==> config.mk <==
export PLATFORM = sky130hd
export DESIGN_NAME = rmii_rx_nibbler
export DESIGN_NICKNAME = d
export VERILOG_FILES = /design/src/rtl/rmii_rx_pkg.sv /design/src/rtl/rmii_rx_pacer.sv /design/src/rtl/rmii_rx_framer.sv /design/src/rtl/rmii_rx_packer.sv /design/src/rtl/rmii_rx_nibbler.sv
export SDC_FILE = /design/constraint.sdc
export NUM_CORES = 1
export LEC_CHECK = 0
export BUFFER_PORTS_ARGS = -buffer_cell sky130_fd_sc_hd__buf_2
export CAP_MARGIN = 25
export CELL_PAD_IN_SITES_DETAIL_PLACEMENT = 0
export CELL_PAD_IN_SITES_GLOBAL_PLACEMENT = 1
export CORE_UTILIZATION = 40
export CTS_BUF_LIST = sky130_fd_sc_hd__clkbuf_8
export DETAILED_ROUTE_END_ITERATION = 10
export HOLD_SLACK_MARGIN = 0.08
export PLACE_DENSITY_LB_ADDON = 0.1
export SLEW_MARGIN = 15
export SYNTH_ARGS = -nofsm -noshare
export SYNTH_HDL_FRONTEND = slang
export SYNTH_SLANG_ARGS = --single-unit
==> constraint.sdc <==
create_clock -name clk -period 1.75 [get_ports clk]
set_clock_uncertainty 0.1 [all_clocks]
set_input_delay 0.35 -clock clk [delete_from_list [all_inputs] [get_ports clk]]
set_output_delay 0.35 -clock clk [all_outputs]
set_load 0.02 [all_outputs]
==> src/rtl/rmii_rx_pkg.sv <==
package rmii_rx_pkg;

    // Alignment state of the receiver
    typedef enum logic [1:0] {
        ST_IDLE  = 2'd0,
        ST_HUNT  = 2'd1,
        ST_DATA  = 2'd2,
        ST_FALSE = 2'd3
    } rx_state_e;

    localparam int SYM_W   = 2;
    localparam int NIB_W   = 4;
    localparam int SHIFT_W = 8;

    localparam logic [SHIFT_W-1:0] DELIM_BYTE  = 8'hD5;
    localparam logic [SYM_W-1:0]   BAD_SYMBOL  = 2'b10;
    localparam logic [NIB_W-1:0]   FALSE_CODE  = 4'hE;

    // Symbol accepted from the framer towards the packer
    typedef struct packed {
        logic             push;
        logic [SYM_W-1:0] sym;
        logic             err;
    } sym_beat_t;

    // Registered output beat
    typedef struct packed {
        logic             stb;
        logic [NIB_W-1:0] data;
        logic             valid;
        logic             err;
    } nib_beat_t;

    // New symbol enters at the top, oldest leaves from the bottom
    function automatic logic [SHIFT_W-1:0] shift_sym(
        input logic [SHIFT_W-1:0] cur,
        input logic [SYM_W-1:0]   sym
    );
        return {sym, cur[SHIFT_W-1:SYM_W]};
    endfunction

endpackage

==> src/rtl/rmii_rx_pacer.sv <==
module rmii_rx_pacer #(
    parameter int SLOW_DIV = 10
) (
    input  logic clk,
    input  logic rst,
    input  logic slow_mode,
    input  logic hold,
    output logic sample_en
);
    localparam int CNT_W = (SLOW_DIV > 1) ? $clog2(SLOW_DIV) : 1;
    localparam logic [CNT_W-1:0] LAST = CNT_W'(SLOW_DIV - 1);

    logic [CNT_W-1:0] cnt;

    always_ff @(posedge clk) begin
        if (rst || hold || !slow_mode) begin
            cnt <= '0;
        end else if (cnt == LAST) begin
            cnt <= '0;
        end else begin
            cnt <= cnt + 1'b1;
        end
    end

    assign sample_en = !slow_mode || (cnt == '0);

endmodule

==> src/rtl/rmii_rx_framer.sv <==
module rmii_rx_framer
    import rmii_rx_pkg::*;
#(
    parameter int END_LOWS = 2
) (
    input  logic             clk,
    input  logic             rst,
    input  logic             sample_en,
    input  logic             crs_dv,
    input  logic [SYM_W-1:0] sym,
    input  logic             sym_err,
    output rx_state_e        state,
    output sym_beat_t        beat,
    output logic             aligned,
    output logic             fc_report
);
    localparam int LOW_W = (END_LOWS > 1) ? $clog2(END_LOWS) : 1;
    localparam logic [LOW_W-1:0] LOW_LAST = LOW_W'(END_LOWS - 1);

    rx_state_e          state_n;
    logic [SHIFT_W-1:0] shreg, shreg_n;
    logic [LOW_W-1:0]   lows, lows_n;

    always_comb begin
        state_n   = state;
        shreg_n   = shreg;
        lows_n    = lows;
        beat      = '0;
        aligned   = 1'b0;
        fc_report = 1'b0;
        if (sample_en) begin
            if (crs_dv) begin
                lows_n = '0;
                unique case (state)
                    ST_IDLE: begin
                        if (sym == BAD_SYMBOL) begin
                            state_n = ST_FALSE;
                        end else begin
                            shreg_n = shift_sym(shreg, sym);
                            state_n = ST_HUNT;
                        end
                    end
                    ST_HUNT: begin
                        shreg_n = shift_sym(shreg, sym);
                        if (shreg_n == DELIM_BYTE) begin
                            state_n = ST_DATA;
                            aligned = 1'b1;
                        end
                    end
                    ST_DATA: begin
                        beat.push = 1'b1;
                        beat.sym  = sym;
                        beat.err  = sym_err;
                    end
                    default: ;
                endcase
            end else if (state != ST_IDLE) begin
                if (lows == LOW_LAST) begin
                    state_n   = ST_IDLE;
                    shreg_n   = '0;
                    lows_n    = '0;
                    fc_report = (state == ST_FALSE);
                end else begin
                    lows_n = lows + 1'b1;
                end
            end
        end
    end

    always_ff @(posedge clk) begin
        if (rst) begin
            state <= ST_IDLE;
            shreg <= '0;
            lows  <= '0;
        end else begin
            state <= state_n;
            shreg <= shreg_n;
            lows  <= lows_n;
        end
    end

endmodule

==> src/rtl/rmii_rx_packer.sv <==
module rmii_rx_packer
    import rmii_rx_pkg::*;
(
    input  logic      clk,
    input  logic      rst,
    input  sym_beat_t beat,
    input  logic      aligned,
    input  logic      fc_report,
    output nib_beat_t out
);
    logic             half;
    logic [SYM_W-1:0] low_sym;
    logic             low_err;

    always_ff @(posedge clk) begin
        if (rst) begin
            half    <= 1'b0;
            low_sym <= '0;
            low_err <= 1'b0;
            out     <= '0;
        end else begin
            out <= '0;
            if (fc_report) begin
                out.stb   <= 1'b1;
                out.data  <= FALSE_CODE;
                out.err   <= 1'b1;
                out.valid <= 1'b0;
                half      <= 1'b0;
            end else if (aligned) begin
                half <= 1'b0;
            end else if (beat.push) begin
                if (!half) begin
                    low_sym <= beat.sym;
                    low_err <= beat.err;
                    half    <= 1'b1;
                end else begin
                    out.stb   <= 1'b1;
                    out.valid <= 1'b1;
                    out.data  <= {beat.sym, low_sym};
                    out.err   <= low_err | beat.err;
                    half      <= 1'b0;
                end
            end
        end
    end

endmodule

==> src/rtl/rmii_rx_nibbler.sv <==
module rmii_rx_nibbler
    import rmii_rx_pkg::*;
#(
    parameter int SLOW_DIV = 10,
    parameter int END_LOWS = 2
) (
    input  logic       clk,
    input  logic       rst,
    input  logic       slow_mode,
    input  logic [1:0] phy_dibit,
    input  logic       phy_crs_dv,
    input  logic       phy_rx_err,
    output logic       nib_stb,
    output logic [3:0] nib_data,
    output logic       nib_valid,
    output logic       nib_err
);
    logic      sample_en;
    logic      aligned;
    logic      fc_report;
    rx_state_e fsm_state;
    sym_beat_t beat;
    nib_beat_t outb;

    rmii_rx_pacer #(.SLOW_DIV(SLOW_DIV)) u_pacer (
        .clk       (clk),
        .rst       (rst),
        .slow_mode (slow_mode),
        .hold      ((fsm_state == ST_IDLE) && !phy_crs_dv),
        .sample_en (sample_en)
    );

    rmii_rx_framer #(.END_LOWS(END_LOWS)) u_framer (
        .clk       (clk),
        .rst       (rst),
        .sample_en (sample_en),
        .crs_dv    (phy_crs_dv),
        .sym       (phy_dibit),
        .sym_err   (phy_rx_err),
        .state     (fsm_state),
        .beat      (beat),
        .aligned   (aligned),
        .fc_report (fc_report)
    );

    rmii_rx_packer u_packer (
        .clk       (clk),
        .rst       (rst),
        .beat      (beat),
        .aligned   (aligned),
        .fc_report (fc_report),
        .out       (outb)
    );

    assign nib_stb   = outb.stb;
    assign nib_data  = outb.data;
    assign nib_valid = outb.valid;
    assign nib_err   = outb.err;

endmodule

---- Word-level counts from Yosys, hierarchy flattened ----
Index checks and enable logic that the tools add are counted.
operators by class
  add/sub/neg operators ................... 2
  equal/unequal tests ..................... 9
  mux-type cells .......................... 30
  bitwise logic cells ..................... 5
  reduce and logical (&&, ||, !) cells .... 19
operators with widths
  kind                                           count
  two-way mux 8 bit                              4
  two-way mux 7 bit                              4
  case mux 8 bit (2 select lines)                1
  two-way mux 1 bit                              12
  two-way mux 4 bit                              3
  two-way mux 2 bit                              5
  AND reduction 5 bit                            2
  == test 8 bit, second input constant           1
  == test 2 bit, second input constant           3
  nonzero test 2 bit                             3
  OR reduction 5 bit                             1
  adder 4 x 1 -> 4 bit, second input constant    1
  == test 4 bit, second input constant           1
  zero test 4 bit                                1
  inverter 1 bit                                 4
  case mux 2 bit (2 select lines)                1
  AND reduction 4 bit                            1
  OR reduction 4 bit                             1
  logical OR 1 bit                               3
  != test 3 x 1 -> 1 bit, second input constant  1
  != test 3 x 2 -> 1 bit, second input constant  1
  != test 3 bit, second input constant           1
  OR reduction 3 bit                             1
  == test 2 x 1 -> 1 bit, second input constant  1
  other kinds (7)                                8
storage, ports and cells
  bits in registers ....................... 26
  bits of input ports ..................... 7
  output and inout port bits .............. 7
  logic and storage cells ................. 77

---- Longest topological paths before layout ----
Gate-level depths: netlist of the first run.
  depth in word-level cells ............... 9
  depth in mapped cells ................... 7
  gate-level depth less buffers ........... 6

---- Modules after synthesis ----
Synthesis of the first run repeated with hierarchy kept, for this count alone.
second synthesis, totals
  cell total of the unflattened synthesis .. 127
  area total of the unflattened synthesis .. 1173.6 um^2
by module, submodules not included
  module           times used  cells an instance  area each (um^2)  seq. area each (um^2)
  rmii_rx_framer   1           65                 546.8             180.2
  rmii_rx_packer   1           38                 417.9             220.2
  rmii_rx_pacer    1           23                 198.9             80.1
  rmii_rx_nibbler  1           1                  10.0              0.0

---- Worst setup path before layout of the first run ----
Ideal clock, no wire load.
  path type ............................... register -> register
  from .................................... reg u_pacer.cnt[0]
  to ...................................... reg u_framer.shreg[2]
  setup time .............................. 87 ps
  arrival time ............................ 1517 ps
  data required time ...................... 1563 ps
  setup slack ............................. 46 ps
  cell stages (with the launch flop) ...... 8
  buffers on the path ..................... 1
  clock period less this slack ............ 1704 ps
  cells stage by stage .................... dfxtp_1 -> inv_1 -> ha_1 -> nor3b_4 -> nor2_2 -> or3_1 -> buf_2 -> o31ai_1
between the ends
  cells in the longest elaborated chain, start to end .. 3
RTL lines
  element                        line                  text
  start: declaration             rmii_rx_pacer.sv:13   logic [CNT_W-1:0] cnt;
  start signal: assignment       rmii_rx_pacer.sv:21   cnt <= cnt + 1'b1;
  zero test 4 bit                rmii_rx_pacer.sv:25   assign sample_en = !slow_mode || (cnt == '0);
  logical OR 1 bit               rmii_rx_pacer.sv:25
  AND reduction 5 bit (no line)  -
  end signal: assignment         rmii_rx_framer.sv:77  shreg <= shreg_n;
  end: declaration               rmii_rx_framer.sv:21  logic [SHIFT_W-1:0] shreg, shreg_n;
Every way passes these cells.
A chain may end at the register's enable or synchronous reset.

---- Worst setup path in the final report of the first run ----
  from .................................... reg u_pacer.cnt[1]
  to ...................................... reg u_framer.shreg[5]
The elaborated chain is that of the path after synthesis.

==> results of run 1 <==
[synth_stat cells (all sizes together) (3+ instances only)]
master,n,area [sq um]
inv,8,30.0
nor2,10,40.0
nor3,3,15.0
ha,3,37.5
nand3,3,15.0
dfxtp,24,480
o21ai,3,15.0
mux2i,3,30.0
o31ai,6,45.0
a21oi,3,15.0
nand2,10,37.5
o21a,3,22.5
o311ai,6,52.6
[kinds of logic after synthesis]
| group | share of synthesized area (%) |
|---|---|
| compound gates | 24.2 |
| buf+inv | 4.40 |
| flops | 44.4 |
| simple gates | 19.1 |
| mux | 2.78 |
| fa+ha+maj | 3.47 |
| xor+xnor | 1.62 |
[worst paths after layout]
check / to / slack [ps]
worst max-delay path: u_framer.shreg[5]$_SDFFE_PP0P_ / 20
worst min-delay path: u_packer.out[0]$_SDFF_PP0_ / 210
worst max register to register: u_framer.shreg[5]$_SDFFE_PP0P_ / 20
worst min register to register: u_packer.out[2]$_SDFF_PP0_ / 360
[power groups by stage]
stage	clock network (mW)	registers [mW]	logic, mW
global placement	0	0.588	0.156
finish	0.488	0.576	0.192
detailed placement	0	0.588	0.161
global route	0.516	0.578	0.211
floorplan	0	0.588	0.0954
CTS	0.502	0.575	0.170
[final cells by class]
type                            count  share of cell area, %
Multi-Input combinational cell     79                   44.3
Sequential cell                    24                   33.5
Timing Repair Buffer               28                   12.6
Clock buffer                        3                   2.86
Tap cell                           30                   2.60
Clock inverter                      1                   2.08
Inverter                            8                   2.08
[registers in the layout (all words and copies together), names as in the netlist]
register,flops
u_framer.lows,1
u_packer.low_err,1
u_packer.half,1
u_framer.shreg,6
u_packer.out,7
u_pacer.cnt,4
u_framer.state,2
u_packer.low_sym,2
[through the flow]
stage / utilization, % / hold WS [ps] / area (sq um) / TNS (ps) / instances
2_1_floorplan: - / 330 / 1080 / 0 / 115
3_3_place_gp: 49.8 / 341 / 1260 / 0 / 166
3_5_place_dp: 49.8 / 339 / 1260 / -21.4 / 166
4_1_cts: 53.4 / 209 / 1350 / -14.4 / 171
5_1_grt: 57.2 / 217 / 1440 / -332 / 173
6_report: 57.2 / 214 / 1440 / 0 / 173
[metal layers]
metal	vias up	part of all wire [%]	routed length (microns)	global-route usage [%]
met3	2	2.2	53	3.39
met2	11	51	1250	32.5
met1	475	46	1130	22.2
li1	478	-	-	-
met4	0	0.41	10	6.84
met5	-	0	0	0
[timing repair]
action | 4_1_cts | 5_1_grt
pin swaps | 0 | 7
setup endpoints to repair | 7 | 16
resized for setup | 6 | 20
buffers inserted | 1 | 2
gates cloned | 0 | 0
[worst max-delay path: cells and delay by family, from the launching register on]
family,cells,cell delay [ps]
AOI/OAI and AO/OA,1,230
adders and majority gates,1,130
buffers and inverters,1,80
DFF,1,330
and+or+nand+nor,3,790
==> reports/summary.md, run 1 <==
The master of the slowest instance on the critical path is or3_4. Yosys mapped a number of flops with a built-in enable equal to 0. The synthesized netlist occupies a cell area of 1080 sq um.

For this block, the initial DRC count from the detailed router was 10. The largest voltage drop on the vdd net is 0.000599 V. Along the worst path, the maximum fanout reaches 6. Once the floorplan was initialized, standard cells occupied 42.9% of the core. The library cell used most frequently in the layout, excluding fill and tap cells, is dfxtp_1. Max-cap violations in this run came to 0.

Growth of design area from synthesis to finish: 33.4%. Across all layers, the routed design uses 966 vias. Summed over all layers, the global routing overflow is 0. After clock tree synthesis, the flow added hold-fix buffers numbering 0. The routed wirelength normalized by instance count was 14.1 microns. Setup slack closes at 16.3 ps. In this run the horizontal extent of the chip is 54.0 microns. Register cell area after layout: 483 sq um. The number of antenna violations at the first check in global routing was 0.

The tools report the first-pass iteration count of the detailed router as 4. TritonCTS built the clock tree. The worst min-delay path category is in2reg. When the netlist entered floorplanning its net count stood at 125. For this run, the register share of the synthesized area comes to 44.4%. Across every metal layer, demand over resource in global routing totals 18.5%. The path type of the worst setup path was reg2reg.

The filler cell count was 230; the depth of the worst hold-timing path was 2. At the pin with the least slew margin, the transition time is 534 ps. Setup repair after global routing could not meet its margin everywhere.

Measured in cells, the most critical reg-to-reg path has a length of 6. Number of hold violations in the final report: 0. The count of nets after finishing is 154, and the arrival time reported for the critical path endpoint is 1820 ps.

The final critical-path share of the clock period is 99.1%, and the core outline area is 2520 sq um. The number of sinks handled by clock tree synthesis was 24. Clock tree synthesis inserted a total of 3 buffers.

For this design the ratio of total power to cell area is 872 nW/um^2. The largest single stage delay on the critical path is 450 ps. The clock root buffer master is clkbuf_8.

The post-CTS clock slew at the launch and capture registers of the worst setup and hold paths came out at 90 ps. The distinct cell type count of the synthesized netlist is 38. For this block, the routed nets add up to 2440 microns of wire. For the finished layout, the period the worst path requires is 1730 ps. In this run the power spent charging and discharging nets is 0.311 mW. The library cells used most frequently in the layout, excluding fill and tap cells, are dfxtp_1 (22), buf_4 (14), buf_2 (13). The average vias per placed instance is 5.58. The per-instance average area after synthesis works out to 9.40 sq um. In this run the tool buffered the top-level ports with 13 buffer cells. The most critical setup path has its startpoint at u_pacer.cnt[1]$_SDFF_PP0_. The internal portion of the total power is 0.946 mW.

The count of nets left with antenna violations once routing finished came out at 0. The congestion estimate from routability-driven global placement came to 0.800. The logs give 1 for the number of levels in the clock H-tree and 115 for the number of instances in the synthesized netlist. The clock reaches the later pin of the worst-skew pair after 270 ps. Row generation in the floorplan step produced 18 rows. The startpoint identified for the worst register-to-register timing path is u_pacer.cnt[1]$_SDFF_PP0_. The highest attainable clock frequency came out at 577 MHz. The first global-routing pass estimated 3820 microns of wire.

The maximum number of pins on one net before global-route repair was 17; the half-perimeter wire length after placement was 1730 microns. In this run the static leakage power is 0.575 nW. The total of endpoints with negative setup slack in the final report is 0.

Of all flip-flops after synthesis, the portion carrying an async set or reset was 0%. The worst setup path is launched from a flop. Walking the worst path, the cells encountered are inv_2, ha_4, nor3b_4, nor2_4, or3_4, o31ai_1. The flow ran to the end, and the final reports show no timing, DRC or antenna violations.

The power after layout was 1.26 mW. The Yosys step of the flow raised 0 warnings. Switching share of power: 24.7%.

The layout cell share with drive strength beyond 1 was 34.3%; the data required time of the critical path was 1840 ps. The flip-flop and latch count after synthesis was 24. The max-slew violation count is 0, and the maximum clock path buffer count is 2.

During I/O placement, the number of pins put on the boundary was 14. Headroom to the max-slew limit came out at 64.4%. Per report_power, the combinational group accounts for 15.3% of the total. In the synthesized netlist the dominant register cell turns out to be dfxtp_1. Registers are responsible for 45.8% of the overall power. The clock network burns 38.8% of the power.

The height of the die is 54.0 microns. The via count of the first global-routing pass was 874; the die area was 2910 sq um. The startpoint identified for the worst hold timing path is phy_rx_err. The area of combinational cells with multiple inputs is 639 sq um. Timing analysis after detailed placement gives a worst setup slack of -15.9 ps. The number of antenna diodes in the final layout is 0.

The worst setup path is captured at a flop. The tools report the remaining routing DRC violations as 0.
Note: power is estimated with default switching activity, not from simulation.
==> inputs of run 2 (changes only) <==
--- a/config.mk
+++ b/config.mk
@@ -10,4 +10,5 @@
 export CELL_PAD_IN_SITES_DETAIL_PLACEMENT = 0
 export CELL_PAD_IN_SITES_GLOBAL_PLACEMENT = 1
+export CORE_MARGIN = 1
 export CORE_UTILIZATION = 40
 export CTS_BUF_LIST = sky130_fd_sc_hd__clkbuf_8
==> constraint.sdc (replaced) <==
create_clock -name clk -period 1.75 [get_ports clk]
set_clock_uncertainty 0.1 [all_clocks]
set_input_delay 0.525 -clock clk [delete_from_list [all_inputs] [get_ports clk]]
set_output_delay 0.525 -clock clk [all_outputs]
set_load 0.02 [all_outputs]
==> run 2 against run 1 <==
  * The flow now finishes with violations (setup timing)
  * Design area increased by 3.9%
  * Sequential share of layout area down 1.3 points
  * Fmax fell by 1.5%
  * Non-clock buffer count is 5 higher
  * Cell count is 2.9% higher
  * Worst hold slack better by 170 ps
  * Total power is 1.7% higher
  * Sequential power is 1% higher
  * Largest cell class unchanged
  * Highest routed layer unchanged
==> reports/summary.md, run 2 (synthesized netlist as in run 1, its figures left out) <==
Register cell area after layout: 483 sq um (unchanged). The flow ran to the end, but the final reports show violations. Routed wirelength normalized by instance count: 13.8 microns (was 14.1 microns).

The number of antenna violations at the first check in global routing came out at 0 (unchanged). The average vias per placed instance was 5.39 (was 5.58); the number of hold violations in the final report was 0 (unchanged). Share of the core filled with cells: 59.4% (was 57.2%).

The run gives 0 (unchanged) as the max capacitance violation total. The category of cells accounting for the largest share of critical-path delay is compound AO/OA/AOI/OAI gates (was simple AND/OR/NAND/NOR gates). The run gives 0.320 mW (was 0.311 mW) as the total net switching power. The count of non-filler cells in the finished layout was 178 (was 173); the area of combinational cells with multiple inputs was 654 sq um (was 639 sq um). Most used cells in the layout excluding fill and tap cells: dfxtp_1 (22), buf_4 (18), buf_2 (13) (was dfxtp_1 (22), buf_4 (14), buf_2 (13)). The tools report the relative slew slack as 74.5% (was 64.4%). Worst min-delay path category: reg2reg (was in2reg).

The largest voltage drop on the vdd net was 0.000907 V (was 0.000599 V). The height of the die is 54.0 microns (unchanged), and the setup slack after layout is -10.7 ps (was 16.3 ps). For the max-slew violation count, the log shows 0 (unchanged). The relative contribution of combinational cells to total power was 15.8% (was 15.3%); the number of buffers added to fix hold violations after cts was 0 (unchanged).

The worst setup slack before clock tree synthesis was -133 ps (was -15.9 ps). The maximum net fanout on the critical path came out at 4 (was 6). The chip width works out to 54.0 microns (unchanged).

For the via count of the first global-routing pass, the log shows 901 (was 874). TritonCTS built the clock tree. The run gives 14 (unchanged) as the I/O pin count.

The remaining routing DRC violations was 0 (unchanged); the highest attainable clock frequency was 568 MHz (was 577 MHz). Master of the slowest instance on the critical path: a2111oi_4 (was or3_4). Type of element launching the critical path: a flop (unchanged). The half-perimeter wire length after placement was 1730 microns (about the same); the largest incremental delay on the critical path was 360 ps (was 450 ps). The aggregate negative setup slack was -10.7 ps (was 0 ps); the cell row count was 18 (unchanged). For the number of buffers added by the clock tree synthesis step, the log shows 3 (unchanged). The post-CTS clock slew at the launch and capture registers of the worst setup and hold paths works out to 90 ps (about the same). The post-detailed-routing wire length was 2460 microns (was 2440 microns); the number of sinks handled by clock tree synthesis was 24 (unchanged).

The tools report the core outline area as 2520 sq um (unchanged). The growth of design area from synthesis to finish is 38.7% (was 33.4%), and the clock latency at the later pin of the worst-skew pair is 270 ps (about the same). The tools report the clock root buffer master as clkbuf_8 (unchanged). The number of flip-flops in the largest register is 7 (unchanged), and the global-route congestion overflow total is 0 (unchanged).

The logs give 1 (unchanged) for the number of levels in the clock H-tree and 1830 ps (was 1820 ps) for the arrival time reported for the critical path endpoint. The buffering stage count on the worst path with inverters included came out at 2 (was 1). The tools report the maximum clock path buffer count as 2 (unchanged). The switching share of power was 25.1% (was 24.7%); the count of nets after finishing was 159 (was 154).

The power density relative to cell area was 853 nW/um^2 (was 872 nW/um^2). The final critical-path share of the clock period came out at 101% (was 99.1%). Setup repair after global routing could not meet its margin everywhere. Start point of the worst hold path: u_packer.low_sym[0]$_SDFFE_PP0P_ (was phy_rx_err). The layout cell share with drive strength beyond 1 came out at 37.8% (was 34.3%). The tools report the endpoint kind of the worst setup timing path as a flop (unchanged). The run gives 959 (was 966) as the vias after detailed routing. The global-route wire length before repair came out at 4070 microns (was 3820 microns). Cell-by-cell listing of the critical path: inv_2, ha_4, nor3b_4, buf_6, o211ai_1, nand2_1, a2111oi_4 (was inv_2, ha_4, nor3b_4, nor2_4, or3_4, o31ai_1). The power after layout was 1.28 mW (was 1.26 mW); the number of nets with antenna violations after routing was 0 (unchanged).

The most common library cell in the layout ignoring fill and taps is dfxtp_1 (unchanged). Top flop regs: u_packer.out: 7 flops, u_framer.shreg: 6 flops, u_pacer.cnt: 4 flops (unchanged). The run gives 1 (was 0) as the total of endpoints with negative setup slack in the final report. The tools report the origin of the critical flop-to-flop path as u_pacer.cnt[1]$_SDFF_PP0_ (unchanged).

Data required time of the critical path: 1820 ps (was 1840 ps). The path type of the worst setup path is reg2reg (unchanged). The first-pass iteration count of the detailed router is 4 (unchanged). The final cell area excluding filler cells is 1500 sq um (was 1440 sq um). The register with the most flip-flops is u_packer.out (unchanged). The tools report the die area as 2910 sq um (unchanged). The run gives 1300 sq um (was 1260 sq um) as the post-placement cell area. The tools report the filler cell count as 237 (was 230).

For the number of placed instances with taps included, the log shows 172 (was 166). Post-route worst hold slack: 383 ps (was 214 ps). For the cell-internal power, the log shows 0.958 mW (was 0.946 mW). Clock network power share: 38.7% (was 38.8%).

The maximum number of pins on one net before global-route repair came out at 15 (was 17). The total routing resource utilization after global routing was 20.1% (was 18.5%). The final weighted congestion of routability-driven global placement is 0.759 (was 0.800), and the number of violations reported at the end of detailed-routing iteration 0 is 11 (was 10). The number of diodes was 0 (unchanged); the effective utilization at floorplan was 42.9% (unchanged). The transition time at the pin with the least slew margin was 383 ps (was 534 ps).

For the register-to-register setup slack, the log shows -10 ps (was 20 ps). The post-layout minimum cycle time came out at 1760 ps (was 1730 ps). The final reports fail on setup timing. For the leakage power figure, the log shows 0.601 nW (was 0.575 nW). The part of the total power dissipated in sequential elements was 45.5% (was 45.8%); the number of input and output port buffers inserted was 13 (unchanged). The start point of the critical path was u_pacer.cnt[1]$_SDFF_PP0_ (unchanged).
run 2: path summary, 6_finish.rpt:
kind                                                   end  depth (start not counted)
worst min-delay path            u_packer.out[2]$_SDFF_PP0_                          1
worst min register to register  u_packer.out[2]$_SDFF_PP0_                          1
worst max register to register  u_packer.half$_SDFFE_PP0N_                          7
worst max-delay path            u_packer.half$_SDFFE_PP0N_                          7
run 2: cell type report:
| cell class | instances | area share, % |
|---|---|---|
| Multi-Input combinational cell | 79 | 43.7 |
| Sequential cell | 24 | 32.2 |
| Timing Repair Buffer | 33 | 14.9 |
| Clock buffer | 3 | 2.75 |
| Tap cell | 30 | 2.50 |
| Clock inverter | 1 | 2.00 |
| Inverter | 8 | 2.00 |
run 2: what timing repair did:
item / in CTS / in global routing
buffers inserted: 0 / 2
endpoints found under the hold margin: 0 / 0
endpoints found under the setup margin: 4 / 11
resized for setup: 3 / 26
pin swaps: 2 / 5
run 2: routing by layer:
layer | share of wire (%) | GRT usage [%]
met5 | 0 | 0
met4 | 1.4 | 7.69
met3 | 2.8 | 3.39
met2 | 49 | 33.7
met1 | 47 | 25.4
run 2: power by group through the flow:
stage               Sequential, mW  Combinational (mW)  Clock (mW)
floorplan                    0.588              0.0954           0
global placement             0.591               0.165           0
detailed placement           0.591               0.167           0
CTS                          0.578               0.172       0.505
global route                 0.584               0.221       0.529
finish                       0.582               0.202       0.495
run 2: worst register-to-register path, cell delays in order, from the launching register on:
cell and delay, ps:
dfxtp_2 340, inv_2 50, ha_4 140, nor3b_4 150, buf_6 130, o211ai_1 240, nand2_1 150, a2111oi_4 360
